**config.mk**
```make
export PLATFORM = sky130hd
export DESIGN_NAME = adc_lane_deser
export DESIGN_NICKNAME = d
export VERILOG_FILES = /design/src/rtl/adc_deser_pkg.sv /design/src/rtl/lane_capture.sv /design/src/rtl/word_assembler.sv /design/src/rtl/cal_sequencer.sv /design/src/rtl/adc_lane_deser.sv
export SDC_FILE = /design/constraint.sdc
export NUM_CORES = 1
export LEC_CHECK = 0
export ABC_AREA = 1
export BUFFER_PORTS_ARGS = -buffer_cell sky130_fd_sc_hd__buf_4
export CAP_MARGIN = 25
export CORE_AREA = 2 2 110 112
export DETAILED_ROUTE_END_ITERATION = 10
export DIE_AREA = 0 0 112 114
export MAX_ROUTING_LAYER = met4
export SLEW_MARGIN = 20
export SYNTH_ARGS = -nofsm -noshare
export SYNTH_HDL_FRONTEND = slang
export SYNTH_SLANG_ARGS = --single-unit
```
**constraint.sdc**
```tcl
create_clock -name clk -period 4.5 [get_ports clk]
set_input_delay 0 -clock clk [delete_from_list [all_inputs] [get_ports clk]]
set_output_delay 0 -clock clk [all_outputs]
set_load 0.01 [all_outputs]
```
**src/rtl/adc_deser_pkg.sv**
```systemverilog
package adc_deser_pkg;

    localparam int SAMPLE_W      = 12;
    localparam int HALF_W        = SAMPLE_W / 2;
    localparam int SLIP_W        = $clog2(SAMPLE_W);
    localparam int VERIFY_FRAMES = 8;
    localparam int MAX_INVALID   = 64;

    typedef logic [SAMPLE_W-1:0] word_t;
    typedef logic [SLIP_W-1:0]   slip_t;

    localparam word_t MSB_PATTERN = word_t'(1) << (SAMPLE_W - 1);

    typedef enum logic [2:0] {
        ST_IDLE,
        ST_COLLECT,
        ST_SEARCH,
        ST_APPLY,
        ST_VERIFY,
        ST_LOCKED
    } cal_state_e;

    // early: bits taken on the falling edge (first of each pair)
    // late : bits taken on the rising edge (second of each pair)
    typedef struct packed {
        logic [HALF_W-1:0] early;
        logic [HALF_W-1:0] late;
    } lane_pair_t;

    // Interleave the two edge streams; oldest pair lands at the top.
    function automatic word_t merge_lanes(input lane_pair_t lp);
        word_t w;
        for (int i = 0; i < HALF_W; i++) begin
            w[2*i+1] = lp.early[i];
            w[2*i]   = lp.late[i];
        end
        return w;
    endfunction

    // Index of the highest set bit (meaningful when exactly one is set).
    function automatic slip_t one_position(input word_t w);
        slip_t p;
        p = '0;
        for (int i = 0; i < SAMPLE_W; i++) begin
            if (w[i]) p = slip_t'(i);
        end
        return p;
    endfunction

    // Take SAMPLE_W bits starting 'amt' bits into the {older, newer} stream.
    function automatic word_t window_select(input word_t older, input word_t newer,
                                            input slip_t amt);
        logic [2*SAMPLE_W-1:0] cat;
        word_t w;
        cat = {older, newer};
        for (int i = 0; i < SAMPLE_W; i++) begin
            w[SAMPLE_W-1-i] = cat[2*SAMPLE_W-1-i-int'(amt)];
        end
        return w;
    endfunction

endpackage

```
**src/rtl/lane_capture.sv**
```systemverilog
module lane_capture
    import adc_deser_pkg::*;
(
    input  logic       clk,
    input  logic       rst,
    input  logic       sdata,
    output lane_pair_t lanes
);

    logic fall_q;

    // falling-edge half of the double-data-rate capture
    always_ff @(negedge clk) begin
        if (rst) fall_q <= 1'b0;
        else     fall_q <= sdata;
    end

    // rising-edge half, plus the two 6-bit edge shift registers
    always_ff @(posedge clk) begin
        if (rst) begin
            lanes <= '0;
        end else begin
            lanes.early <= {lanes.early[HALF_W-2:0], fall_q};
            lanes.late  <= {lanes.late[HALF_W-2:0],  sdata};
        end
    end

endmodule

```
**src/rtl/word_assembler.sv**
```systemverilog
module word_assembler
    import adc_deser_pkg::*;
(
    input  logic       clk,
    input  logic       rst,
    input  logic       frame_clk,
    input  lane_pair_t lanes,
    input  slip_t      slip,
    output logic       word_stb,
    output word_t      raw_word,
    output word_t      aligned_word
);

    logic  frame_q;
    word_t prev_word;
    logic  frame_edge;

    assign frame_edge = frame_clk && !frame_q;

    always_ff @(posedge clk) begin
        if (rst) begin
            frame_q   <= 1'b0;
            word_stb  <= 1'b0;
            raw_word  <= '0;
            prev_word <= '0;
        end else begin
            frame_q  <= frame_clk;
            word_stb <= frame_edge;
            if (frame_edge) begin
                raw_word  <= merge_lanes(lanes);
                prev_word <= raw_word;
            end
        end
    end

    assign aligned_word = window_select(prev_word, raw_word, slip);

endmodule

```
**src/rtl/cal_sequencer.sv**
```systemverilog
module cal_sequencer
    import adc_deser_pkg::*;
#(
    parameter int VERIFY_N  = VERIFY_FRAMES,
    parameter int INVALID_N = MAX_INVALID
) (
    input  logic  clk,
    input  logic  rst,
    input  logic  cal_start,
    input  logic  word_stb,
    input  word_t raw_word,
    input  word_t aligned_word,
    output slip_t slip,
    output logic  cal_done,
    output logic  cal_error
);

    localparam int VCNT_W = $clog2(VERIFY_N + 1);
    localparam int ICNT_W = $clog2(INVALID_N + 1);

    cal_state_e        state;
    word_t             cand;
    logic [VCNT_W-1:0] vcnt;
    logic [ICNT_W-1:0] icnt;

    always_ff @(posedge clk) begin
        if (rst) begin
            state     <= ST_IDLE;
            cand      <= '0;
            slip      <= '0;
            vcnt      <= '0;
            icnt      <= '0;
            cal_done  <= 1'b0;
            cal_error <= 1'b0;
        end else if (cal_start) begin
            state     <= ST_COLLECT;
            vcnt      <= '0;
            icnt      <= '0;
            cal_done  <= 1'b0;
            cal_error <= 1'b0;
        end else begin
            case (state)
                ST_COLLECT: begin
                    if (word_stb) begin
                        cand  <= raw_word;
                        state <= ST_SEARCH;
                    end
                end
                ST_SEARCH: begin
                    if ($countones(cand) == 1) begin
                        state <= ST_APPLY;
                    end else if (icnt == ICNT_W'(INVALID_N - 1)) begin
                        icnt      <= icnt + 1'b1;
                        cal_error <= 1'b1;
                        state     <= ST_IDLE;
                    end else begin
                        icnt  <= icnt + 1'b1;
                        state <= ST_COLLECT;
                    end
                end
                ST_APPLY: begin
                    slip  <= slip_t'(SAMPLE_W - 1) - one_position(cand);
                    vcnt  <= '0;
                    state <= ST_VERIFY;
                end
                ST_VERIFY: begin
                    if (word_stb) begin
                        if (aligned_word == MSB_PATTERN) begin
                            if (vcnt == VCNT_W'(VERIFY_N - 1)) begin
                                cal_done <= 1'b1;
                                state    <= ST_LOCKED;
                            end else begin
                                vcnt <= vcnt + 1'b1;
                            end
                        end else begin
                            vcnt  <= '0;
                            state <= ST_COLLECT;
                        end
                    end
                end
                default: state <= state;
            endcase
        end
    end

endmodule

```
**src/rtl/adc_lane_deser.sv**
```systemverilog
module adc_lane_deser
    import adc_deser_pkg::*;
#(
    parameter int VERIFY_N  = VERIFY_FRAMES,
    parameter int INVALID_N = MAX_INVALID
) (
    input  logic                clk,
    input  logic                rst,
    input  logic                sdata,
    input  logic                frame_clk,
    input  logic                cal_start,
    output logic [SAMPLE_W-1:0] sample_out,
    output logic                sample_valid,
    output logic                cal_done,
    output logic                cal_error
);

    lane_pair_t lanes;
    logic       word_stb;
    word_t      raw_word;
    word_t      aligned_word;
    slip_t      slip_q;

    lane_capture u_cap (
        .clk   (clk),
        .rst   (rst),
        .sdata (sdata),
        .lanes (lanes)
    );

    word_assembler u_asm (
        .clk          (clk),
        .rst          (rst),
        .frame_clk    (frame_clk),
        .lanes        (lanes),
        .slip         (slip_q),
        .word_stb     (word_stb),
        .raw_word     (raw_word),
        .aligned_word (aligned_word)
    );

    cal_sequencer #(
        .VERIFY_N  (VERIFY_N),
        .INVALID_N (INVALID_N)
    ) u_seq (
        .clk          (clk),
        .rst          (rst),
        .cal_start    (cal_start),
        .word_stb     (word_stb),
        .raw_word     (raw_word),
        .aligned_word (aligned_word),
        .slip         (slip_q),
        .cal_done     (cal_done),
        .cal_error    (cal_error)
    );

    always_ff @(posedge clk) begin
        if (rst) begin
            sample_out   <= '0;
            sample_valid <= 1'b0;
        end else begin
            sample_valid <= word_stb && cal_done && !cal_start;
            if (word_stb && cal_done && !cal_start) sample_out <= aligned_word;
        end
    end

endmodule

```
==> impl_metrics.py <==
metrics = {
    "yosys": {
        "syn_area_mm2": 0.00507,
        "syn_inst": 757,
        "ys_seq_elements": 84,
        "avgSynthCellArea_um2": 6.70,
        "synth_cell_types": 39,
        "synthFlopType": "dfxtp_1",
        "synth_edf_count": 0,
        "ys_async_sr_fraction_pct": 0,
        "yosys_warnings": 0,
        "synth_nets": 794,
        "ys_seq_area_share_pct": 33.1,
    },
    "grt": {
        "gr-total-overflow": 0,
        "met1_usage_pct": 27.1,
        "grt_pass1_wl_um": 20900,
        "grt_max_degree": 41,
        "antenna_found_initial": 0,
        "grt_pass1_vias": 4352,
        "busiest_layer": "met2",
        "met2_usage_pct": 33.4,
        "grt_use_met3_pct": 4.25,
        "track_usage_pct": 21.0,
    },
    "pwr": {
        "ir_drop_uv": 243,
        "power.leakage_nw": 2.57,
        "power.total_mw": 1.68,
        "powerDensity_mw_per_mm2": 300,
    },
    "routing": {
        "ant_nets": 0,
        "dr.pass1.iters": 5,
        "vias_per_cell": 5.14,
        "via_count": 4729,
        "drt_first_iter_violations": 335,
        "drc_errors": 0,
        "wl_um": 12500,
        "drt-wirelength-per-cell_um": 13.6,
    },
    "layout": {
        "layout-drive-gt1-share_pct": 8.15,
        "layoutNonFillerInstCount": 920,
        "finalNetCount": 805,
        "multi_input_area_mm2": 0.00290,
        "final_area_mm2": 0.00561,
        "seq_area_mm2": 0.00168,
        "synthToLayoutAreaGrowth_pct": 10.6,
        "diodes": 0,
        "fillCellCount": 1223,
        "post-route-util_pct": 47.9,
    },
    "placement": {
        "io_buffers": 19,
        "gp_congestion": 0.937,
        "pre_cts_slack_ns": 0.425,
        "placed_area_mm2": 0.00529,
        "hpwl_um": 9220,
        "post-place-cells": 900,
    },
    "setup_path": {
        "crit_required_ns": 4.79,
        "cp-start-kind": "flip-flop",
        "crit_type": "reg2reg",
        "cp-end-kind": "flip-flop",
        "path_max_fanout": 4,
        "cp_data_arrival_time_ns": 4.34,
    },
    "sta": {
        "finalClockSkew_ns": 0.0487,
        "final.min_clock_period_ns": 4.05,
        "relSlewSlack_pct": 57.7,
        "hold_viol_final": 0,
        "setup_ws_ns": 0.452,
        "max_freq_ghz": 0.247,
        "rsz0062_at_grt": "no",
        "setup_violations": 0,
        "drv_slew": 0,
        "period_share_pct": 90.0,
        "worstMarginPinSlew_ns": 0.632,
        "tns_ns": 0,
        "fin_hold_ws_ns": 0.415,
    },
    "cts": {
        "path_clk_slew_ns": 0.07,
        "cts_tree": "done",
        "cts_root_buf": "clkbuf_16",
        "cts_buffers": 9,
        "cts.sink_count": 84,
        "clock_path_buffers": 2,
        "clk_latency_ns": 0.40,
        "ctsResizeCount": 0,
        "ctsHoldBuffers": 4,
        "cts_setup_buffers": 0,
        "cts.htree.levels": 3,
    },
    "floorplanning": {
        "initial_core_util_pct": 43.3,
        "die_w_um": 112,
        "rows": 40,
        "die-area_mm2": 0.0128,
        "io_pins": 20,
        "die_h_um": 114,
        "core_mm2": 0.0117,
    },
    "outcome": {
        "status": "completed",
    },
    "run": {
        "maxCapViolCount": 0,
    },
    "hold_path": {
        "holdCritPathClass": "in2reg",
    },
}
flip-flops by register name (all words and copies together) (netlist names):
signal,flops
sample_out,12
sample_valid,1
u_asm.frame_q,1
u_asm.prev_word,12
u_asm.raw_word,12
u_asm.word_stb,1
u_cap.fall_q,1
u_cap.lanes,12
u_seq.cal_done,1
u_seq.cal_error,1
u_seq.cand,12
u_seq.icnt,7
u_seq.slip,4
u_seq.state,3
u_seq.vcnt,4
area by class of cell:
type	instances	area share, %
Tap cell	147	3.28
Multi-Input combinational cell	552	51.6
Clock inverter	8	1.05
Inverter	92	6.15
Timing Repair Buffer	28	3.92
Clock buffer	9	4.01
Sequential cell	84	30.0
final timing paths:
| check | cells after the start | endpoint | slack, ns | from |
|---|---|---|---|---|
| hold reg to reg | 2 | u_cap.lanes[9]$_SDFF_PP0_ | 0.43 | u_cap.lanes[8]$_SDFF_PP0_ |
| hold / removal | 4 | u_asm.frame_q$_SDFF_PP0_ | 0.42 | frame_clk |
| setup reg to reg | 18 | u_seq.icnt[5]$_SDFFE_PP0P_ | 0.45 | u_seq.cand[5]$_SDFFE_PP0P_ |
| setup / recovery | 18 | u_seq.icnt[5]$_SDFFE_PP0P_ | 0.45 | u_seq.cand[5]$_SDFFE_PP0P_ |
cell usage in the layout, fill, tap and decap left out, types with 10 or more instances in the layout:
cell	count
nor2_1	89
ha_1	25
nand2_1	162
nand3_1	101
inv_1	88
buf_4	24
dfxtp_1	84
o21ai_0	61
o21ai_1	10
a21oi_1	48
critical path, stage by stage, from the launching register on:
cell and delay, ns:
dfxtp_1 0.38, inv_1 0.08, ha_1 0.27, inv_1 0.04, fa_1 0.47, fa_1 0.49, fa_1 0.51, inv_1 0.05
ha_1 0.22, fa_1 0.38, a211oi_1 0.25, nand4_1 0.15, nand2_1 0.15, inv_1 0.10, nand4_1 0.12, nor2_1 0.06
nand2_1 0.07, o21ai_0 0.07, a21oi_1 0.13
cell families (layout without fill, tap and decap cells):
kind of cell | after synthesis | after routing | share of synthesized area [%]
simple gates | 378 | 378 | 32.3
compound gates | 135 | 135 | 14.1
buf+inv | 121 | 137 | 9.74
flops | 84 | 84 | 33.1
fa+ha+maj | 32 | 32 | 8.92
xor+xnor | 7 | 7 | 1.73
Yosys cell counts, types with 2 or more instances:
| library cell | count | share of area [%] |
|---|---|---|
| a31oi_1 | 3 | 0.37 |
| buf_4 | 4 | 0.59 |
| o211ai_1 | 5 | 0.74 |
| inv_2 | 5 | 0.37 |
| dfxtp_1 | 84 | 33 |
| o21ai_2 | 2 | 0.35 |
| o21ai_0 | 61 | 6.0 |
| a21oi_1 | 48 | 4.7 |
| a21oi_2 | 2 | 0.35 |
| buf_6 | 2 | 0.44 |
| clkbuf_1 | 14 | 1.0 |
| nor2_4 | 2 | 0.44 |
| xor2_1 | 4 | 0.69 |
| and2_1 | 2 | 0.25 |
| nor3_1 | 5 | 0.49 |
| o21ai_1 | 10 | 0.99 |
| buf_2 | 8 | 0.79 |
| inv_1 | 88 | 6.5 |
| nand4_1 | 2 | 0.25 |
| nand3b_1 | 4 | 0.59 |
| nor2_2 | 2 | 0.25 |
| nand3_1 | 101 | 10 |
| nand2_1 | 162 | 12 |
| ha_1 | 25 | 6.2 |
| nor2_1 | 89 | 6.6 |
| fa_1 | 7 | 2.8 |
| nand2_2 | 4 | 0.49 |
power by group:
part	leakage, nW	internal, mW	switching [mW]
logic	1.74	0.0629	0.117
clock network	0.148	0.383	0.329
registers	0.684	0.766	0.0255
total	2.57	1.21	0.471
routing by layer:
metal,part of all wire (%),wire (µm)
met1,48,6070
met2,47,5860
met3,3.0,380
met4,1.8,226
met5,0,0
Note: power is estimated with default switching activity, not from simulation.
